`src/rtl/irqv_pkg.sv`:
```
package irqv_pkg;

   localparam int unsigned VEC_W = 16;

   typedef enum logic [1:0] {
      SRC_NONE = 2'd0,
      SRC_EXT  = 2'd1,
      SRC_TMR  = 2'd2,
      SRC_PER  = 2'd3
   } irq_src_e;

   localparam logic [VEC_W-1:0] VEC_NONE = '0;

endpackage

```
`src/rtl/irqv_sync.sv`:
```
module irqv_sync #(
   parameter int unsigned STAGES  = 2,
   parameter logic        RST_VAL = 1'b1
) (
   input  logic clk_i,
   input  logic rst_ni,
   input  logic d_i,
   output logic q_o
);

   logic [STAGES-1:0] chain_q;

   generate
      if (STAGES < 2) begin : g_bad_stages
         $error("irqv_sync: STAGES must be at least 2");
      end
   endgenerate

   always_ff @(posedge clk_i or negedge rst_ni) begin
      if (!rst_ni) begin
         chain_q <= {STAGES{RST_VAL}};
      end else begin
         chain_q <= {chain_q[STAGES-2:0], d_i};
      end
   end

   assign q_o = chain_q[STAGES-1];

endmodule

```
`src/rtl/irqv_ext_latch.sv`:
```
module irqv_ext_latch #(
   parameter int unsigned SYNC_STAGES = 2,
   parameter bit          LEVEL_TRIG  = 1'b0
) (
   input  logic clk_i,
   input  logic rst_ni,
   input  logic pin_ni,
   input  logic ack_i,
   output logic req_o,
   output logic lat_o,
   output logic fall_o,
   output logic clr_o
);

   logic pin_sync;
   logic pin_prev_q;
   logic lat_q;

   irqv_sync #(
      .STAGES  (SYNC_STAGES),
      .RST_VAL (1'b1)
   ) u_sync (
      .clk_i  (clk_i),
      .rst_ni (rst_ni),
      .d_i    (pin_ni),
      .q_o    (pin_sync)
   );

   // one extra flop gives the previous synchronized level for edge detection
   always_ff @(posedge clk_i or negedge rst_ni) begin
      if (!rst_ni) begin
         pin_prev_q <= 1'b1;
      end else begin
         pin_prev_q <= pin_sync;
      end
   end

   assign fall_o = pin_prev_q & ~pin_sync;

   // a new edge in the acknowledge cycle wins, so no pulse is lost
   always_ff @(posedge clk_i or negedge rst_ni) begin
      if (!rst_ni) begin
         lat_q <= 1'b0;
      end else begin
         lat_q <= (lat_q & ~ack_i) | fall_o;
      end
   end

   assign lat_o = lat_q;
   assign clr_o = ack_i & lat_q;

   generate
      if (LEVEL_TRIG) begin : g_level
         assign req_o = lat_q | ~pin_sync;
      end else begin : g_edge
         assign req_o = lat_q;
      end
   endgenerate

endmodule

```
`src/rtl/irqv_prio.sv`:
```
module irqv_prio
   import irqv_pkg::*;
#(
   parameter int unsigned      N_TMR   = 2,
   parameter logic [VEC_W-1:0] VEC_EXT = 16'h1FFA,
   parameter logic [VEC_W-1:0] VEC_TMR = 16'h1FF8,
   parameter logic [VEC_W-1:0] VEC_PER = 16'h1FF6
) (
   input  logic             ext_req_i,
   input  logic [N_TMR-1:0] tmr_flag_i,
   input  logic [N_TMR-1:0] tmr_en_i,
   input  logic             per_flag_i,
   input  logic             per_en_i,
   output irq_src_e         src_o,
   output logic [VEC_W-1:0] vec_o,
   output logic             any_o
);

   logic [N_TMR-1:0] tmr_hit;
   logic             tmr_req;
   logic             per_req;

   genvar gi;
   generate
      for (gi = 0; gi < N_TMR; gi++) begin : g_tmr
         assign tmr_hit[gi] = tmr_flag_i[gi] & tmr_en_i[gi];
      end
   endgenerate

   assign tmr_req = |tmr_hit;
   assign per_req = per_flag_i & per_en_i;

   always_comb begin
      if (ext_req_i) begin
         src_o = SRC_EXT;
      end else if (tmr_req) begin
         src_o = SRC_TMR;
      end else if (per_req) begin
         src_o = SRC_PER;
      end else begin
         src_o = SRC_NONE;
      end
   end

   always_comb begin
      unique case (src_o)
         SRC_EXT: vec_o = VEC_EXT;
         SRC_TMR: vec_o = VEC_TMR;
         SRC_PER: vec_o = VEC_PER;
         default: vec_o = VEC_NONE;
      endcase
   end

   assign any_o = (src_o != SRC_NONE);

endmodule

```
`src/rtl/irq_vector_sel.sv`:
```
module irq_vector_sel
   import irqv_pkg::*;
#(
   parameter int unsigned      N_TMR       = 2,
   parameter int unsigned      SYNC_STAGES = 2,
   parameter bit               LEVEL_TRIG  = 1'b0,
   parameter logic [VEC_W-1:0] VEC_EXT     = 16'h1FFA,
   parameter logic [VEC_W-1:0] VEC_TMR     = 16'h1FF8,
   parameter logic [VEC_W-1:0] VEC_PER     = 16'h1FF6
) (
   input  logic             clk_i,
   input  logic             rst_ni,
   input  logic             irq_ni,
   input  logic [N_TMR-1:0] tmr_flag_i,
   input  logic [N_TMR-1:0] tmr_en_i,
   input  logic             per_flag_i,
   input  logic             per_en_i,
   input  logic             imask_i,
   input  logic             ack_i,
   output logic             pend_o,
   output logic [15:0]      vec_o,
   output logic             ext_clr_o
);

   generate
      if (N_TMR < 1) begin : g_bad_ntmr
         $error("irq_vector_sel: N_TMR must be at least 1");
      end
      if (SYNC_STAGES < 2) begin : g_bad_sync
         $error("irq_vector_sel: SYNC_STAGES must be at least 2");
      end
      if (VEC_EXT == VEC_TMR || VEC_EXT == VEC_PER || VEC_TMR == VEC_PER) begin : g_bad_vec
         $error("irq_vector_sel: vector addresses must differ");
      end
      if (VEC_EXT == VEC_NONE || VEC_TMR == VEC_NONE || VEC_PER == VEC_NONE) begin : g_bad_zero
         $error("irq_vector_sel: a vector may not equal the idle value");
      end
   endgenerate

   logic     ext_req;
   logic     ext_lat_q;
   logic     ext_fall;
   logic     any_req;
   irq_src_e top_src;

   irqv_ext_latch #(
      .SYNC_STAGES (SYNC_STAGES),
      .LEVEL_TRIG  (LEVEL_TRIG)
   ) u_ext (
      .clk_i  (clk_i),
      .rst_ni (rst_ni),
      .pin_ni (irq_ni),
      .ack_i  (ack_i),
      .req_o  (ext_req),
      .lat_o  (ext_lat_q),
      .fall_o (ext_fall),
      .clr_o  (ext_clr_o)
   );

   irqv_prio #(
      .N_TMR   (N_TMR),
      .VEC_EXT (VEC_EXT),
      .VEC_TMR (VEC_TMR),
      .VEC_PER (VEC_PER)
   ) u_prio (
      .ext_req_i  (ext_req),
      .tmr_flag_i (tmr_flag_i),
      .tmr_en_i   (tmr_en_i),
      .per_flag_i (per_flag_i),
      .per_en_i   (per_en_i),
      .src_o      (top_src),
      .vec_o      (vec_o),
      .any_o      (any_req)
   );

   assign pend_o = any_req & ~imask_i;

endmodule

```
`config.mk`:
```
export PLATFORM = sky130hd
export DESIGN_NAME = irq_vector_sel
export DESIGN_NICKNAME = d
export VERILOG_FILES = /design/src/rtl/irqv_pkg.sv /design/src/rtl/irqv_sync.sv /design/src/rtl/irqv_ext_latch.sv /design/src/rtl/irqv_prio.sv /design/src/rtl/irq_vector_sel.sv
export SDC_FILE = /design/constraint.sdc
export NUM_CORES = 1
export LEC_CHECK = 0
export ABC_AREA = 1
export ABC_CLOCK_PERIOD_IN_PS = 2400
export BUFFER_PORTS_ARGS = -buffer_cell sky130_fd_sc_hd__buf_2
export CAP_MARGIN = 20
export CORE_AREA = 2 2 39 41
export DETAILED_ROUTE_END_ITERATION = 7
export DIE_AREA = 0 0 41 43
export SLEW_MARGIN = 10
export SYNTH_ARGS = -nofsm -noshare
export SYNTH_HDL_FRONTEND = slang
export SYNTH_SLANG_ARGS = --single-unit
```
`constraint.sdc`:
```
create_clock -name clk_i -period 2.4 [get_ports clk_i]
set_clock_uncertainty 0.05 [all_clocks]
set_input_delay 0.24 -clock clk_i [delete_from_list [all_inputs] [get_ports clk_i]]
set_output_delay 0.24 -clock clk_i [all_outputs]
set_load 0.03 [all_outputs]
```
==> run_summary.xml, run 1 <==
<?xml version="1.0" encoding="UTF-8"?>
<metrics>
  <group name="detailed_routing">
    <metric name="first_iter_violations" unit="">0</metric>
    <metric name="route.vias.total" unit="">275</metric>
    <metric name="post_drt_via_cell_ratio" unit="">3.819</metric>
    <metric name="detail_route.first_pass.iterations" unit="">1</metric>
    <metric name="routedWlPerCell" unit="um">6.750</metric>
    <metric name="drtAntennaViolNets" unit="">0</metric>
    <metric name="drc" unit="">0</metric>
    <metric name="postRouteWirelength" unit="um">486</metric>
  </group>
  <group name="synthesis">
    <metric name="yosysSeqAreaShare" unit="%">34.30</metric>
    <metric name="async_reset_ff_share" unit="%">100.0</metric>
    <metric name="netlist_area" unit="um^2">302.8</metric>
    <metric name="synth_largest_area_cell" unit="">buf_4</metric>
    <metric name="synth_enable_flop_cells" unit="">0</metric>
    <metric name="synth.top_cells.by_count" unit="">buf_4, nand2_1, dfstp_2, inv_1, nor2_1</metric>
    <metric name="syn_inst" unit="">36</metric>
    <metric name="synth_seq_cells" unit="">4</metric>
    <metric name="yosys.cell_types.count" unit="">13</metric>
    <metric name="dominantRegCellSynth" unit="">dfstp_2</metric>
    <metric name="post_synth_main_area_contributors" unit="">buf_4, dfstp_2, dfrtp_1</metric>
    <metric name="yosys_warnings" unit="">0</metric>
    <metric name="synthMostInstantiatedCell" unit="">buf_4</metric>
    <metric name="share_of_yosys_cell_area_claimed_by_the_top_area_cell_type" unit="%">29.75</metric>
    <metric name="avgSynthCellArea" unit="um^2">8.411</metric>
  </group>
  <group name="cts">
    <metric name="clock_insertion_delay_worst_skew" unit="ns">0.23</metric>
    <metric name="cts_resizes" unit="">0</metric>
    <metric name="cts_post_setup_buffers_inserted" unit="">0</metric>
    <metric name="cts_hold_repair.buffers" unit="">1</metric>
    <metric name="clkSinkCount" unit="">4</metric>
    <metric name="clock_path_buffers" unit="">2</metric>
    <metric name="clock_pin_slew_on_the_worst_setup_and_hold_paths" unit="ns">0.04</metric>
    <metric name="tritoncts_buffer_count" unit="">3</metric>
    <metric name="clock_tree.root_cell" unit="">clkbuf_4</metric>
    <metric name="tritoncts" unit="">done</metric>
    <metric name="h-tree-depth" unit="">1</metric>
  </group>
  <group name="layout">
    <metric name="layout-area-overhead-vs-synth" unit="%">32.23</metric>
    <metric name="fraction_of_layout_cells_with_a_size_suffix_above_1" unit="%">62.50</metric>
    <metric name="seq_area" unit="um^2">103.9</metric>
    <metric name="total_area_of_multi_input_combinational_cells" unit="um^2">101.3</metric>
    <metric name="fill_cells" unit="">152</metric>
    <metric name="num_antenna_cells" unit="">0</metric>
    <metric name="fin_cells" unit="">72</metric>
    <metric name="finish.net_count" unit="">70</metric>
  </group>
  <group name="setup_path">
    <metric name="start_kind" unit="">flip-flop</metric>
    <metric name="timing.critical_path.cells" unit="">inv_2, nand2_2, ha_1, inv_1, buf_2</metric>
    <metric name="critical_path.endpoint_type" unit="">primary output</metric>
    <metric name="path_max_fanout" unit="">9</metric>
    <metric name="worst_r2r_path_depth" unit="">2</metric>
    <metric name="critical_path.max_stage_delay" unit="ns">0.39</metric>
    <metric name="cp_data_arrival_time" unit="ns">1.35</metric>
    <metric name="timing_worst_setup_path_type" unit="">flip-flop to primary output</metric>
    <metric name="required" unit="ns">2.11</metric>
    <metric name="cpMaxStageDelayCell" unit="">dfrtp_1</metric>
  </group>
  <group name="hold_path">
    <metric name="worst_hold_path.num_cells" unit="">1</metric>
    <metric name="timing.hold.worst.class" unit="">input port to flip-flop</metric>
  </group>
  <group name="global_routing">
    <metric name="global_route_wire_length_before_repair" unit="um">841</metric>
    <metric name="antenna_found_initial" unit="">0</metric>
    <metric name="grt_pass1_vias" unit="">262</metric>
    <metric name="globalRouteOverflowTotal" unit="">0</metric>
    <metric name="pin_count_of_the_biggest_net_entering_global_routing" unit="">10</metric>
    <metric name="grt_usage" unit="%">7.359</metric>
  </group>
  <group name="sta">
    <metric name="rsz0062_at_grt" unit="">no</metric>
    <metric name="maxClockFrequency" unit="GHz">0.6113</metric>
    <metric name="timing.setup.tns" unit="ns">0</metric>
    <metric name="final_period_minus_worst_setup_slack" unit="ns">1.636</metric>
    <metric name="setup_violations" unit="">0</metric>
    <metric name="timing.final.ws_setup" unit="ns">0.7641</metric>
    <metric name="timing.final.crit_share" unit="%">68.16</metric>
    <metric name="count_of_final_hold_check_violations" unit="">0</metric>
    <metric name="total_count_of_max_transition_violations_in_the_final_report" unit="">0</metric>
  </group>
  <group name="power">
    <metric name="p_per_area" unit="nW/um^2">731.7</metric>
    <metric name="power_leakage" unit="uW">0.0002399</metric>
    <metric name="vdd_ir_drop_max" unit="mV">0.4639</metric>
  </group>
  <group name="floorplan">
    <metric name="fp.coreArea" unit="um^2">1384</metric>
    <metric name="start_util" unit="%">21.88</metric>
    <metric name="row_count" unit="">14</metric>
    <metric name="ios" unit="">29</metric>
    <metric name="chip_height" unit="um">43</metric>
    <metric name="die_w" unit="um">41</metric>
    <metric name="die_area" unit="um^2">1763</metric>
  </group>
  <group name="placement">
    <metric name="place_inst" unit="">67</metric>
    <metric name="post-place-ws" unit="ns">0.8860</metric>
    <metric name="port_buffers" unit="">24</metric>
    <metric name="dp_hpwl" unit="um">445</metric>
    <metric name="gp_routability_congestion" unit="">0.6133</metric>
  </group>
  <group name="flow_run">
    <metric name="max_cap_viol_count" unit="">0</metric>
  </group>
  <group name="outcome">
    <metric name="status" unit="">complete, no violations</metric>
  </group>
</metrics>
==> worst max-delay path, delay by kind of cell (launching register included) <==
| family | cells | cell delay [ns] |
|---|---|---|
| buffers and inverters | 3 | 0.46 |
| adder cells (fa/ha/maj) | 1 | 0.19 |
| AND/OR/NAND/NOR | 1 | 0.06 |
| flip-flops | 1 | 0.39 |
==> power breakdown <==
| part | switching [uW] | internal, uW |
|---|---|---|
| registers | 2.35 | 73.9 |
| logic | 93.4 | 33.5 |
| clock network | 27.5 | 62.4 |
==> layout make-up <==
type	count	share of cell area (%)
clock buffer	4	6.563
inverter	5	4.688
multi-input combinational	18	25.31
timing repair buffer	25	32.50
sequential	4	25.94
tap	16	5.000
==> cell families (layout without fill, tap and decap cells) <==
family                     Yosys count  in the layout  share of synthesized area (%)
AOI/OAI and AO/OA                    2              2                          5.783
DFF                                  4              4                          34.30
buffers and inverters               17             34                          35.95
adders and majority gates            2              2                          8.263
and+or+nand+nor                     10             10                          14.46
other                                1              4                          1.238
==> sequential cells by signal, summed over array words and instances (netlist names) <==
register              cells
u_ext.u_sync.chain_q      2
u_ext.pin_prev_q          1
u_ext.lat_o               1
==> per-stage QoR <==
step / total power [uW] / instance area [um^2] / util, % / hold WS, ns
5_1_grt: 317.7 / 400.4 / 28.93 / 0.05238
4_1_cts: 299.2 / 400.4 / 28.93 / 0.05606
6_report: 293.0 / 400.4 / 28.93 / 0.06222
3_5_place_dp: 204.3 / 364.1 / 26.31 / -0.004553
3_3_place_gp: 202.7 / 364.1 / 26.31 / -0.006248
2_1_floorplan: 196.4 / 314.1 / - / -0.1056
==> path summary, 6_finish.rpt <==
kind	start	endpoint	slack [ns]
setup reg to reg	u_ext.pin_prev_q	u_ext.lat_o	1.63
setup / recovery	u_ext.lat_o	vec_o[12]	0.76
hold reg to reg	u_ext.u_sync.chain_q[0]	u_ext.u_sync.chain_q[1]	0.30
hold / removal	irq_ni	u_ext.u_sync.chain_q[0]	0.06
min in group asynchronous	rst_ni	u_ext.lat_o	0.28
max in group asynchronous	rst_ni	u_ext.u_sync.chain_q[1]	1.81
==> layout by cell type (no fill, tap or decap), drive strengths merged <==
cell type    instances
dfrtp                1
nand3                1
nor2                 3
conb                 4
o22ai                1
dlygate4sd3          1
ha                   2
buf                 24
dfstp                3
clkbuf               4
o21ai                1
nand2                6
inv                  5
==> layer usage <==
metal | part of all wire, % | global-route usage [%]
met3 | 19 | 6.283
met5 | 0 | 0
met2 | 54 | 14.37
met4 | 0 | 2.000
met1 | 27 | 3.909
No activity file was read; power rests on OpenSTA's default activity.
==> run 2, diff against run 1 <==
--- a/config.mk
+++ b/config.mk
@@ -6,7 +6,7 @@
 export NUM_CORES = 1
 export LEC_CHECK = 0
 export ABC_AREA = 1
-export ABC_CLOCK_PERIOD_IN_PS = 2400
+export ABC_CLOCK_PERIOD_IN_PS = 1400
 export BUFFER_PORTS_ARGS = -buffer_cell sky130_fd_sc_hd__buf_2
 export CAP_MARGIN = 20
 export CORE_AREA = 2 2 39 41
==> constraint.sdc (replaced) <==
create_clock -name clk_i -period 1.4 [get_ports clk_i]
set_clock_uncertainty 0.05 [all_clocks]
set_input_delay 0.14 -clock clk_i [delete_from_list [all_inputs] [get_ports clk_i]]
set_output_delay 0.14 -clock clk_i [all_outputs]
set_load 0.03 [all_outputs]
==> run 2 against run 1 <==
  * The run now ends with setup timing left
  * Die area is the same
  * Sequential share of layout area shrank 4.9 points
  * Critical path depth shrank 1
  * Flip-flop and latch count is the same
  * Wire length grew 17%
  * Final cell count grew 4.2%
  * Non-clock buffer count grew 2
  * Clock power grew 77%
  * Core utilization grew 6.8 points
  * Global-route usage grew 0.91 points
  * Final area grew 23%
  * Register-to-register slack lost 1.1 ns
  * Largest power group unchanged
==> run_summary.xml, run 2 (synthesis gave the netlist of run 1 again) <==
<?xml version="1.0" encoding="UTF-8"?>
<metrics>
  <group name="floorplan">
    <metric name="die_w" unit="um">41</metric>
    <metric name="chip_height" unit="um">43</metric>
    <metric name="fp.coreArea" unit="um^2">1384</metric>
    <metric name="row_count" unit="">14</metric>
    <metric name="ios" unit="">29</metric>
    <metric name="start_util" unit="%">21.88</metric>
    <metric name="die_area" unit="um^2">1763</metric>
  </group>
  <group name="hold_path">
    <metric name="worst_hold_path.num_cells" unit="">2</metric>
    <metric name="timing.hold.worst.class" unit="">input port to flip-flop</metric>
    <metric name="holdCritStartpoint" unit="">ack_i</metric>
    <metric name="holdPathEnd" unit="">u_ext.lat_o</metric>
  </group>
  <group name="sta">
    <metric name="final_period_minus_worst_setup_slack" unit="ns">1.457</metric>
    <metric name="maxClockFrequency" unit="GHz">0.6865</metric>
    <metric name="setup_violations" unit="">10</metric>
    <metric name="total_count_of_max_transition_violations_in_the_final_report" unit="">0</metric>
    <metric name="timing.final.crit_share" unit="%">104.1</metric>
    <metric name="count_of_final_hold_check_violations" unit="">0</metric>
    <metric name="timing.setup.tns" unit="ns">-0.4241</metric>
    <metric name="rsz0062_at_grt" unit="">yes</metric>
    <metric name="fin_hold_ws" unit="ns">0.06639</metric>
    <metric name="timing.final.ws_setup" unit="ns">-0.05674</metric>
  </group>
  <group name="power">
    <metric name="power.net_switching" unit="uW">233.7</metric>
    <metric name="seq_power_share" unit="%">22.7</metric>
    <metric name="p_sw_share" unit="%">40.50</metric>
    <metric name="p_int" unit="uW">343.4</metric>
    <metric name="power_leakage" unit="uW">0.0002677</metric>
    <metric name="power_frac_comb" unit="%">49.7</metric>
    <metric name="clock_power_share" unit="%">27.6</metric>
    <metric name="vdd_ir_drop_max" unit="mV">0.5211</metric>
    <metric name="p_per_area" unit="nW/um^2">1168</metric>
  </group>
  <group name="outcome">
    <metric name="violations" unit="">setup timing</metric>
    <metric name="status" unit="">complete, but fails checks</metric>
  </group>
  <group name="cts">
    <metric name="tritoncts" unit="">done</metric>
    <metric name="clock_tree.root_cell" unit="">clkbuf_4</metric>
    <metric name="tritoncts_buffer_count" unit="">3</metric>
    <metric name="clock_path_buffers" unit="">2</metric>
    <metric name="clkSinkCount" unit="">4</metric>
    <metric name="h-tree-depth" unit="">1</metric>
    <metric name="clock_pin_slew_on_the_worst_setup_and_hold_paths" unit="ns">0.05</metric>
    <metric name="clock_insertion_delay_worst_skew" unit="ns">0.23</metric>
  </group>
  <group name="layout">
    <metric name="fill_cells" unit="">145</metric>
    <metric name="layout.cells.most_common" unit="">buf_2</metric>
    <metric name="largest_register_ffs" unit="">2</metric>
    <metric name="num_antenna_cells" unit="">0</metric>
    <metric name="layout-area-overhead-vs-synth" unit="%">63.22</metric>
    <metric name="fraction_of_layout_cells_with_a_size_suffix_above_1" unit="%">67.80</metric>
    <metric name="max_flop_register" unit="">u_ext.u_sync.chain_q</metric>
    <metric name="fin_cells" unit="">75</metric>
    <metric name="finish.net_count" unit="">73</metric>
    <metric name="post-route-cell-area" unit="um^2">494.2</metric>
    <metric name="layout_common_cells" unit="">buf_2, buf_4, nand2_1, conb_1, buf_6</metric>
  </group>
  <group name="placement">
    <metric name="port_buffers" unit="">24</metric>
    <metric name="gp_routability_congestion" unit="">0.5582</metric>
    <metric name="dp_hpwl" unit="um">409.4</metric>
    <metric name="place_inst" unit="">67</metric>
    <metric name="dpl-instance-area" unit="um^2">367.9</metric>
  </group>
  <group name="detailed_routing">
    <metric name="post_drt_via_cell_ratio" unit="">3.680</metric>
    <metric name="first_iter_violations" unit="">0</metric>
    <metric name="route.vias.total" unit="">276</metric>
    <metric name="detail_route.first_pass.iterations" unit="">1</metric>
    <metric name="routedWlPerCell" unit="um">7.560</metric>
    <metric name="drtAntennaViolNets" unit="">0</metric>
    <metric name="postRouteWirelength" unit="um">567</metric>
    <metric name="drc" unit="">0</metric>
  </group>
  <group name="global_routing">
    <metric name="antenna_found_initial" unit="">0</metric>
    <metric name="grt_pass1_vias" unit="">279</metric>
    <metric name="globalRouteOverflowTotal" unit="">0</metric>
    <metric name="pin_count_of_the_biggest_net_entering_global_routing" unit="">6</metric>
    <metric name="global_route_wire_length_before_repair" unit="um">938</metric>
    <metric name="grt_usage" unit="%">8.266</metric>
  </group>
  <group name="setup_path">
    <metric name="worstReg2RegEnd" unit="">u_ext.lat_o</metric>
    <metric name="source_of_the_worst_register_to_register_timing_path" unit="">u_ext.lat_o</metric>
    <metric name="critical_path.endpoint_type" unit="">primary output</metric>
    <metric name="worst_r2r_path_depth" unit="">3</metric>
    <metric name="timing_worst_setup_path_type" unit="">flip-flop to primary output</metric>
    <metric name="path_max_fanout" unit="">5</metric>
    <metric name="start_kind" unit="">flip-flop</metric>
    <metric name="cp_data_arrival_time" unit="ns">1.27</metric>
    <metric name="reg2reg_slack" unit="ns">0.56</metric>
    <metric name="required" unit="ns">1.21</metric>
  </group>
  <group name="flow_run">
    <metric name="max_cap_viol_count" unit="">0</metric>
  </group>
</metrics>
run 2: power groups by stage:
stage / sequential, uW / clock, uW / combinational [uW]
2_1_floorplan: 131 / 0 / 209
3_3_place_gp: 132 / 0 / 218
3_5_place_dp: 132 / 0 / 220
4_1_cts: 131 / 169 / 287
5_1_grt: 132 / 181 / 311
6_report: 131 / 159 / 287
run 2: per-stage QoR:
stage	utilization [%]	setup WS, ns	total power (uW)
floorplan	-	0.009406	340.5
global placement	26.58	0.1388	350.2
detailed placement	26.58	0.1218	352.3
CTS	35.71	-0.07311	586.4
global route	35.71	-0.1474	623.7
finish	35.71	-0.05674	577.2
run 2: area by class of cell:
| cell class | instances | area (um^2) | share of cell area, % |
|---|---|---|---|
| multi-input cells | 18 | 121.4 | 24.56 |
| flip-flops and latches | 4 | 103.9 | 21.01 |
| repair inverters | 1 | 7.507 | 1.519 |
| inverters | 5 | 22.52 | 4.557 |
| clock buffers | 4 | 26.28 | 5.316 |
| repair buffers | 27 | 192.7 | 38.99 |
| well taps | 16 | 20.02 | 4.051 |
run 2: worst max path at each step:
stage,cells after the start,to,slack [ns],start
floorplan,4,vec_o[2],0.009,tmr_flag_i[0]
detailed placement,4,vec_o[11],0.12,u_ext.lat_o
global route,4,vec_o[11],-0.15,u_ext.lat_o
CTS,4,vec_o[11],-0.07,u_ext.lat_o
finish,4,vec_o[11],-0.06,u_ext.lat_o
global placement,4,vec_o[4],0.14,u_ext.lat_o
run 2: timing repair:
action,4_1_cts,5_1_grt
endpoints found under the setup margin,11,12
pin swaps,2,0
cloned,1,0
resized for setup,21,0
buffers inserted,1,0
hold buffers,2,0
endpoints found under the hold margin,5,0
run 2: worst max-delay path, cell delays in order (launching register included):
cell        delay (ns)
dfrtp_1           0.40
nor2_2            0.13
ha_4              0.18
clkinvlp_4        0.13
buf_4             0.19
run 2: metal layers:
metal  up-vias  part of all wire [%]  global-route usage [%]
met5         -                     0                       0
met4         0                     0                   4.000
met3         0                    14                   6.283
met2        21                    54                   15.00
met1       118                    32                   5.212
li1        137                     -                       -
